**src/rtl/fnd_pkg.sv**
```systemverilog
package fnd_pkg;
  localparam int OFS_W = 4;
  typedef logic signed [OFS_W-1:0] ofs_t;
endpackage

```
**src/rtl/fnd_acc_stage.sv**
```systemverilog
module fnd_acc_stage #(
  parameter int W = 12
) (
  input  logic         clk,
  input  logic         rst_n,
  input  logic         clr,
  input  logic         step,
  input  logic [W-1:0] addend,
  input  logic [W-1:0] modv,
  output logic [W-1:0] sum_nxt,
  output logic         carry
);
  logic [W-1:0] acc;
  logic [W:0]   raw;

  always_comb begin
    raw     = {1'b0, acc} + {1'b0, addend};
    carry   = (raw >= {1'b0, modv});
    sum_nxt = carry ? W'(raw - {1'b0, modv}) : raw[W-1:0];
  end

  always_ff @(posedge clk or negedge rst_n) begin
    if (!rst_n)      acc <= '0;
    else if (clr)    acc <= '0;
    else if (step)   acc <= sum_nxt;
  end
endmodule

```
**src/rtl/fnd_noise_shaper.sv**
```systemverilog
module fnd_noise_shaper #(
  parameter int W      = 12,
  parameter int STAGES = 3
) (
  input  logic          clk,
  input  logic          rst_n,
  input  logic          clr,
  input  logic          step,
  input  logic [W-1:0]  frac,
  input  logic [W-1:0]  modv,
  output fnd_pkg::ofs_t ofs
);
  localparam int OW = fnd_pkg::OFS_W;

  logic [W-1:0]      adds [STAGES];
  logic [W-1:0]      sums [STAGES];
  logic [STAGES-1:0] cy;
  logic              c2d, c3d, c3dd;

  for (genvar i = 0; i < STAGES; i++) begin : g_stage
    if (i == 0) begin : g_first
      assign adds[i] = frac;
    end else begin : g_chain
      assign adds[i] = sums[i-1];
    end
    fnd_acc_stage #(.W(W)) u_acc (
      .clk(clk), .rst_n(rst_n), .clr(clr), .step(step),
      .addend(adds[i]), .modv(modv), .sum_nxt(sums[i]), .carry(cy[i])
    );
  end

  always_ff @(posedge clk or negedge rst_n) begin
    if (!rst_n) begin
      c2d <= 1'b0; c3d <= 1'b0; c3dd <= 1'b0;
    end else if (clr) begin
      c2d <= 1'b0; c3d <= 1'b0; c3dd <= 1'b0;
    end else if (step) begin
      c2d <= cy[1]; c3d <= cy[2]; c3dd <= c3d;
    end
  end

  // first-order carry plus first and second differences, modulo 2^OW
  always_comb begin
    ofs = OW'({{(OW-1){1'b0}}, cy[0]} + {{(OW-1){1'b0}}, cy[1]}
            - {{(OW-1){1'b0}}, c2d} + {{(OW-1){1'b0}}, cy[2]}
            - {{(OW-2){1'b0}}, c3d, 1'b0} + {{(OW-1){1'b0}}, c3dd});
  end


  ofs_range_chk: assert property (@(posedge clk) disable iff (!rst_n)
    step |-> (ofs >= -4'sd3 && ofs <= 4'sd4));
endmodule

```
**src/rtl/fnd_cfg_check.sv**
```systemverilog
module fnd_cfg_check #(
  parameter int INT_W  = 16,
  parameter int FRAC_W = 12,
  parameter int MIN_LO = 23,
  parameter int MIN_HI = 75
) (
  input  logic [INT_W-1:0]  int_val,
  input  logic [FRAC_W-1:0] frac_val,
  input  logic [FRAC_W-1:0] mod_val,
  input  logic              presc_sel,
  input  logic              int_mode,
  output logic              ok
);
  logic [INT_W-1:0] int_min;

  always_comb begin
    int_min = presc_sel ? INT_W'(MIN_HI) : INT_W'(MIN_LO);
    ok = (int_val >= int_min) && (mod_val >= FRAC_W'(2))
         && (int_mode || (frac_val < mod_val));
  end
endmodule

```
**src/rtl/fracn_fb_divider.sv**
```systemverilog
module fracn_fb_divider #(
  parameter int INT_W   = 16,
  parameter int FRAC_W  = 12,
  parameter int MIN_LO  = 23,
  parameter int MIN_HI  = 75,
  parameter int RST_DIV = 100,
  localparam int DIV_W  = INT_W + 1,
  localparam int OW     = fnd_pkg::OFS_W
) (
  input  logic              clk,
  input  logic              rst_n,
  input  logic              cnt_rst,
  input  logic [INT_W-1:0]  int_val,
  input  logic [FRAC_W-1:0] frac_val,
  input  logic [FRAC_W-1:0] mod_val,
  input  logic              presc_sel,
  input  logic              int_mode,
  output logic              div_clk,
  output logic [DIV_W-1:0]  div_value,
  output logic              cfg_bad
);
  logic [DIV_W-1:0] cnt;
  logic [DIV_W-1:0] nxt_div;
  logic             cfg_ok;
  logic             load;
  logic             step;
  fnd_pkg::ofs_t    ofs;

  fnd_cfg_check #(.INT_W(INT_W), .FRAC_W(FRAC_W), .MIN_LO(MIN_LO), .MIN_HI(MIN_HI)) u_cfg (
    .int_val(int_val), .frac_val(frac_val), .mod_val(mod_val),
    .presc_sel(presc_sel), .int_mode(int_mode), .ok(cfg_ok)
  );

  assign load = (cnt == '0) && !cnt_rst;
  assign step = load && cfg_ok && !int_mode;

  fnd_noise_shaper #(.W(FRAC_W)) u_shaper (
    .clk(clk), .rst_n(rst_n), .clr(cnt_rst), .step(step),
    .frac(frac_val), .modv(mod_val), .ofs(ofs)
  );

  always_comb begin
    if (!cfg_ok)       nxt_div = div_value;
    else if (int_mode) nxt_div = {1'b0, int_val};
    else               nxt_div = {1'b0, int_val} + {{(DIV_W-OW){ofs[OW-1]}}, ofs};
  end

  always_ff @(posedge clk or negedge rst_n) begin
    if (!rst_n) begin
      cnt       <= '0;
      div_value <= DIV_W'(RST_DIV);
      div_clk   <= 1'b0;
    end else if (cnt_rst) begin
      cnt     <= '0;
      div_clk <= 1'b0;
    end else if (load) begin
      cnt       <= nxt_div - DIV_W'(1);
      div_value <= nxt_div;
      div_clk   <= 1'b1;
    end else begin
      cnt     <= cnt - DIV_W'(1);
      div_clk <= 1'b0;
    end
  end

  assign cfg_bad = !cfg_ok;

  // period-length watch for the checks below
  logic [DIV_W-1:0] since;
  logic [DIV_W-1:0] last_n;
  logic             seen;
  always_ff @(posedge clk or negedge rst_n) begin
    if (!rst_n) begin
      since <= '0; last_n <= '0; seen <= 1'b0;
    end else if (cnt_rst) begin
      since <= '0; seen <= 1'b0;
    end else if (div_clk) begin
      since <= DIV_W'(1); last_n <= div_value; seen <= 1'b1;
    end else begin
      since <= since + DIV_W'(1);
    end
  end


  period_len_chk: assert property (@(posedge clk) disable iff (!rst_n || cnt_rst)
    (div_clk && seen) |-> (since == last_n));

  bad_hold_chk: assert property (@(posedge clk) disable iff (!rst_n)
    (load && !cfg_ok) |=> $stable(div_value));

  int_mode_chk: assert property (@(posedge clk) disable iff (!rst_n)
    (load && cfg_ok && int_mode) |=> (div_value == {1'b0, $past(int_val)}));

  rst_quiet_chk: assert property (@(posedge clk) disable iff (!rst_n)
    cnt_rst |=> !div_clk);
endmodule

```
**config.mk**
```make
export PLATFORM = sky130hd
export DESIGN_NAME = fracn_fb_divider
export DESIGN_NICKNAME = d
export VERILOG_FILES = /design/src/rtl/fnd_pkg.sv /design/src/rtl/fnd_acc_stage.sv /design/src/rtl/fnd_noise_shaper.sv /design/src/rtl/fnd_cfg_check.sv /design/src/rtl/fracn_fb_divider.sv
export SDC_FILE = /design/constraint.sdc
export NUM_CORES = 1
export LEC_CHECK = 0
export BUFFER_PORTS_ARGS = -buffer_cell sky130_fd_sc_hd__buf_2
export CORE_MARGIN = 2
export CORE_UTILIZATION = 40
export CTS_CLUSTER_SIZE = 12
export DETAILED_ROUTE_END_ITERATION = 12
export PLACE_DENSITY_LB_ADDON = 0.12
export SLEW_MARGIN = 20
export SYNTH_ARGS = -nofsm -noshare
export SYNTH_HDL_FRONTEND = slang
export SYNTH_SLANG_ARGS = --single-unit
```
**constraint.sdc**
```tcl
create_clock -name clk -period 16.5 [get_ports clk]
set_clock_uncertainty 0.1 [all_clocks]
set_input_delay 3.3 -clock clk [delete_from_list [all_inputs] [get_ports clk]]
set_output_delay 3.3 -clock clk [all_outputs]
set_load 0.02 [all_outputs]
```
==> results_dict.tcl, run 1 <==
set metrics [dict create \
    cts_tree "built" \
    cts_sinks 74 \
    core_mm2 0.0212 \
    reg2reg_depth 70 \
    drt_wl_total_um 29500 \
    grt_util_met3 0.0383 \
    critPathKind "in -> reg" \
    placed_area_mm2 0.00973 \
    root_buffer "clkbuf_16" \
    holdWs_ns 0.381 \
    synth_area_mm2 0.00867 \
    grt_setup_unrepaired "yes" \
    r2r_setup_slack_ns 3.06 \
    drt_iter0_markers 569 \
    stdcell_area_mm2 0.0106 \
    finalHoldViolCount 0 \
    power.density_mw_per_mm2 258 \
    place_congestion 0.956 \
    hold_path.startpoint "div_value[5]" \
    grt-ovfl-total 0 \
    synth_cells 1086 \
    status "completed" \
    first_pass_iters 5 \
    cts_buffers 9 \
    grt_pass1_wl_um 44600 \
    peakVddDrop_mv 0.220 \
    ys_seq_elements 74 \
    grtUsageMet2 0.415 \
    nets 1339 \
    fillCellCount 2067 \
    die_w_um 151 \
    cp_data_required_time_ns 16.68 \
    setup_viol 0 \
    rr_endpoint "cnt[15]" \
    yosys-top-cells-count "nand2_1, ha_1, nor2_1, dfrtp_1, inv_1" \
    ff_latch_area_mm2 0.00186 \
    drive_above_1_share 0.244 \
    wl_per_cell_um 20.1 \
    num_antenna_cells 0 \
    min_period_ns 16.05 \
    die_h_um 151 \
    rows 53 \
    antenna_found_initial 1 \
    worst_setup_path_start_kind "primary input" \
    initial_utilization 0.410 \
    max_stage_delay_ns 0.40 \
    cp_slowest_cell "fa_2" \
    cts-htree-levels 3 \
    p_total_w 0.00274 \
    holdPathEnd "div_value[5]" \
    syn_avg_cell_area_um2 7.98 \
    ys_seq_area_frac 0.214 \
    clk_latency_ns 0.36 \
    syn_to_final_growth_pct 22.5 \
    synth_edf_count 0 \
    async_flop_share 1.00 \
    viasPerCell 5.82 \
    io_pins 64 \
    worstPathMaxFanout 8 \
    whs_path_depth 2 \
    min_period_over_period 0.973 \
    synth.most_common_cell "nand2_1" \
    hpwl_um 22500 \
    multiInputGateArea_mm2 0.00685 \
    ys_types 90 \
    synth_top_area_frac 0.205 \
    dieArea_mm2 0.0229 \
    hold_class "reg -> reg" \
    track_usage 0.257 \
    top_usage_layer "met2" \
    startpoint "frac_val[0]" \
    yosys_warnings 0 \
    crit_path_end_kind "flop" \
    max_freq_ghz 0.0623 \
    via_count 8548 \
    yosysTopAreaCell "dfrtp_1" \
    dp_slack_ns -0.229 \
    path_clk_slew_ns 0.07 \
    tightest_slew_ns 0.948 \
    cp_data_arrival_time_ns 16.23 \
    leakagePower_nw 4.95 \
    ys.flop_type "dfrtp_1" \
    portBuffers 63 \
    slew_violations 0 \
    grt_pass1_vias 7952 \
    slew_headroom 0.366 \
    final_antenna_net_count 0 \
    met1_usage 0.351 \
    r2r-start "u_shaper.g_stage[0].u_acc.acc[0]" \
    grt_max_degree 72 \
    ctsHoldBuffers 0 \
    max-clock-path-buffers 2 \
    drc 0 \
    fin_ws_ns 0.452 \
    yosys-top-cells-area "dfrtp_1, ha_1, xnor2_1" \
    cap_viol_max_count 0 \
    syn-num-nets 1237 \
]
-- per-layer routing --
metal | part of all wire | up-vias
met3 | 0.048 | 49
met1 | 0.46 | 4085
met5 | 0 | -
met2 | 0.47 | 209
li1 | - | 4205
met4 | 0.029 | 0
-- worst max-delay path, delay by kind of cell --
kind | cells | cell delay (ns)
fa+ha+maj | 14 | 3.99
compound gates | 28 | 5.15
xor+xnor | 2 | 0.36
simple gates | 17 | 2.29
buf+inv | 10 | 1.16
-- how the worst max path moves through the flow --
stage          endpoint  slack [ns]  depth (start not counted)
2_1_floorplan   cnt[15]      0.0002                         71
3_3_place_gp    cnt[12]       0.002                         70
3_5_place_dp    cnt[14]       -0.23                         70
5_1_grt         cnt[16]       -0.28                         71
4_1_cts         cnt[14]        0.09                         70
6_report        cnt[15]        0.45                         71
-- report_power, final --
part	switching [W]	total [W]	internal, W
clock network	0.0000869	0.000239	0.000152
registers	0.0000533	0.000291	0.000238
logic	0.00121	0.00221	0.000999
total	0.00135	0.00274	0.00139
-- metrics by stage --
stage	std cells	setup TNS, ns	util
floorplan	1086	0	-
global placement	1436	0	0.460
detailed placement	1436	-1.50	0.460
CTS	1452	0	0.476
global route	1468	-1.84	0.502
finish	1468	0	0.502
-- placed cells by master, fill, tap and decap left out, types with 18 or more instances in the layout --
cell type / count
o21ai_0: 43
nor3_1: 27
xnor2_1: 45
inv_1: 62
dfrtp_1: 71
mux2_2: 18
nand2_1: 101
buf_4: 73
a21o_1: 30
nor2_1: 71
a21oi_1: 46
buf_2: 61
ha_1: 85
nand3_1: 60
xor2_1: 20
-- area by class of cell --
| type | instances | share of cell area |
|---|---|---|
| clock buffers | 11 | 0.0229 |
| clock inverters | 5 | 0.00967 |
| inverters | 69 | 0.0244 |
| multi-input cells | 894 | 0.646 |
| flip-flops and latches | 74 | 0.175 |
| well taps | 275 | 0.0324 |
| repair buffers | 140 | 0.0903 |
-- timing repair --
action / 4_1_cts / 5_1_grt
hold endpoints to repair: 0 / 0
buffers inserted: 0 / 15
resized for setup: 0 / 93
endpoints found under the setup margin: 0 / 19
-- state kept, by name, indices dropped and copies added (netlist names) --
name / count
u_shaper.c2d: 1
u_shaper.c3dd: 1
u_shaper.c3d: 1
u_shaper.g_stage.u_acc.acc: 36
div_clk: 1
cnt: 17
div_value: 17
-- kinds of logic after synthesis --
| group | Yosys count | synth area share |
|---|---|---|
| and+or+nand+nor | 406 | 0.243 |
| DFF | 74 | 0.214 |
| muxes | 24 | 0.0303 |
| adders and majority gates | 106 | 0.161 |
| xor gates and xnor gates | 68 | 0.0687 |
| buffers and inverters | 118 | 0.0524 |
| AOI/OAI and AO/OA | 290 | 0.231 |
Note: power is estimated with default switching activity, not from simulation.
==> run 2: changes to the inputs <==
--- a/config.mk
+++ b/config.mk
@@ -5,11 +5,12 @@
 export SDC_FILE = /design/constraint.sdc
 export NUM_CORES = 1
 export LEC_CHECK = 0
-export BUFFER_PORTS_ARGS = -buffer_cell sky130_fd_sc_hd__buf_2
+export CORE_ASPECT_RATIO = 1.25
 export CORE_MARGIN = 2
-export CORE_UTILIZATION = 40
+export CORE_UTILIZATION = 37
 export CTS_CLUSTER_SIZE = 12
 export DETAILED_ROUTE_END_ITERATION = 12
+export DONT_BUFFER_PORTS = 1
 export PLACE_DENSITY_LB_ADDON = 0.12
 export SLEW_MARGIN = 20
 export SYNTH_ARGS = -nofsm -noshare
==> results_dict.tcl, run 2 (synthesis results as in run 1) <==
set metrics [dict create \
    place_congestion 0.848 \
    wl_per_cell_um 20.3 \
    regMostFlops "u_shaper.g_stage.u_acc.acc" \
    p_switching_w 0.00135 \
    max-clock-path-buffers 2 \
    grt_pass1_wl_um 44900 \
    cp_slowest_cell "o211ai_1" \
    critPathKind "in -> reg" \
    clk_latency_ns 0.35 \
    largest_reg_flops 36 \
    die_w_um 141 \
    slew_violations 0 \
    first_pass_iters 4 \
    min_period_ns 16.01 \
    root_buffer "clkbuf_16" \
    min_period_over_period 0.970 \
    cp_data_required_time_ns 16.64 \
    io_pins 64 \
    worst_setup_path_start_kind "primary input" \
    intPower_w 0.00140 \
    hpwl_um 21500 \
    r2r-start "u_shaper.g_stage[0].u_acc.acc[0]" \
    finalHoldViolCount 0 \
    leakagePower_nw 4.69 \
    cts_buffers 9 \
    cp_data_arrival_time_ns 16.15 \
    p_clk_frac 0.079 \
    reg.largest.list "u_shaper.g_stage.u_acc.acc: 36 flops, cnt: 17 flops, div_value: 17 flops" \
    whs_path_depth 2 \
    dp_cells 1370 \
    fin_util 0.451 \
    holdPathEnd "u_shaper.g_stage[0].u_acc.acc[7]" \
    drt_wl_total_um 28900 \
    setup_viol 0 \
    viasPerCell 5.85 \
    max_stage_delay_ns 0.48 \
    crit_buf_inv 10 \
    dieArea_mm2 0.0247 \
    cts-htree-levels 3 \
    tightest_slew_ns 0.721 \
    drc 0 \
    final_common_cell "nand2_1" \
    portBuffers 0 \
    hold_class "reg -> reg" \
    track_usage 0.232 \
    cts_sinks 74 \
    drt_iter0_markers 422 \
    r2r_setup_slack_ns 3.00 \
    final_cells 1423 \
    grt_pass1_vias 8140 \
    pwr-share-comb 0.806 \
    via_count 8328 \
    cts_tree "built" \
    drive_above_1_share 0.218 \
    peakVddDrop_mv 0.157 \
    ctsHoldBuffers 0 \
    final_antenna_net_count 0 \
    grt_max_degree 75 \
    slew_headroom 0.512 \
    antenna_found_initial 0 \
    grt-ovfl-total 0 \
    initial_utilization 0.377 \
    core_mm2 0.0230 \
    crit_path_end_kind "flop" \
    nets 1281 \
    final_cell_mix "nand2_1, ha_1, buf_4, nor2_1, dfrtp_1" \
    power.density_mw_per_mm2 265 \
    rows 62 \
    seq_power_share 0.115 \
    worstPathMaxFanout 11 \
    cap_viol_max_count 0 \
    status "completed" \
    path_clk_slew_ns 0.08 \
    num_antenna_cells 0 \
    die_h_um 175 \
    reg2reg_depth 67 \
    hold_path.startpoint "u_shaper.g_stage[0].u_acc.acc[7]" \
    max_freq_ghz 0.0625 \
    cp_top_family "compound AO/OA/AOI/OAI gates" \
    rr_endpoint "cnt[16]" \
    syn_to_final_growth_pct 19.5 \
    p_sw_frac 0.492 \
]
-- run 2: power by group through the flow --
stage | Sequential, W | Clock (W) | Combinational (W)
2_1_floorplan | 0.000294 | 0 | 0.00143
3_3_place_gp | 0.000318 | 0 | 0.00186
3_5_place_dp | 0.000318 | 0 | 0.00186
4_1_cts | 0.000314 | 0.000222 | 0.00187
5_1_grt | 0.000324 | 0.000229 | 0.00245
6_report | 0.000316 | 0.000218 | 0.00221
-- run 2: worst min-delay path: cells and delay by family, from the launching register on --
family           cells  cell delay (ns)
AND/OR/NAND/NOR      2             0.14
flip-flops           1             0.35
-- run 2: layout make-up --
| cell class | count | area (um2) |
|---|---|---|
| Fill cell | 2292 | 12600 |
| Tap cell | 288 | 360 |
| Timing Repair Buffer | 82 | 633 |
| Sequential cell | 74 | 1860 |
| Multi-Input combinational cell | 894 | 6940 |
| Clock inverter | 7 | 85.1 |
| Inverter | 69 | 264 |
| Clock buffer | 9 | 225 |
-- run 2: worst max path at each step --
stage,start,end,slack (ns),cells past startpoint
after floorplan,frac_val[0],cnt[15],0.0002,71
after global placement,frac_val[0],cnt[14],-0.21,69
after detailed placement,frac_val[0],cnt[14],-0.38,66
after CTS,frac_val[0],cnt[14],0.01,69
after global routing,frac_val[0],cnt[12],-0.19,69
final,frac_val[0],cnt[16],0.49,67
-- run 2: per-stage QoR --
| step | cell area (um2) | TNS [ns] | hold WS (ns) | worst slack [ns] | total power (W) |
|---|---|---|---|---|---|
| after floorplan | 8790 | 0 | 0.370 | 0.000188 | 0.00173 |
| after global placement | 9290 | -0.984 | 0.400 | -0.212 | 0.00218 |
| after detailed placement | 9290 | -2.23 | 0.403 | -0.383 | 0.00218 |
| after CTS | 9610 | 0 | 0.424 | 0.0117 | 0.00241 |
| after global routing | 10400 | -1.26 | 0.452 | -0.190 | 0.00300 |
| final | 10400 | 0 | 0.417 | 0.493 | 0.00275 |
-- run 2: per-layer routing --
layer	share of wire	routed length, um	track usage	vias up
met5	0	0	0	-
met4	0.031	890	0.0813	0
met3	0.041	1200	0.0351	50
met2	0.52	15000	0.434	194
met1	0.41	11800	0.266	4010
li1	-	-	-	4074
-- run 2: timing repair --
item                                    CTS  global route
setup buffers                             1            35
resized for setup                         0           105
endpoints found under the setup margin    4            24
pin swaps                                 2            77
cloned                                    0             1
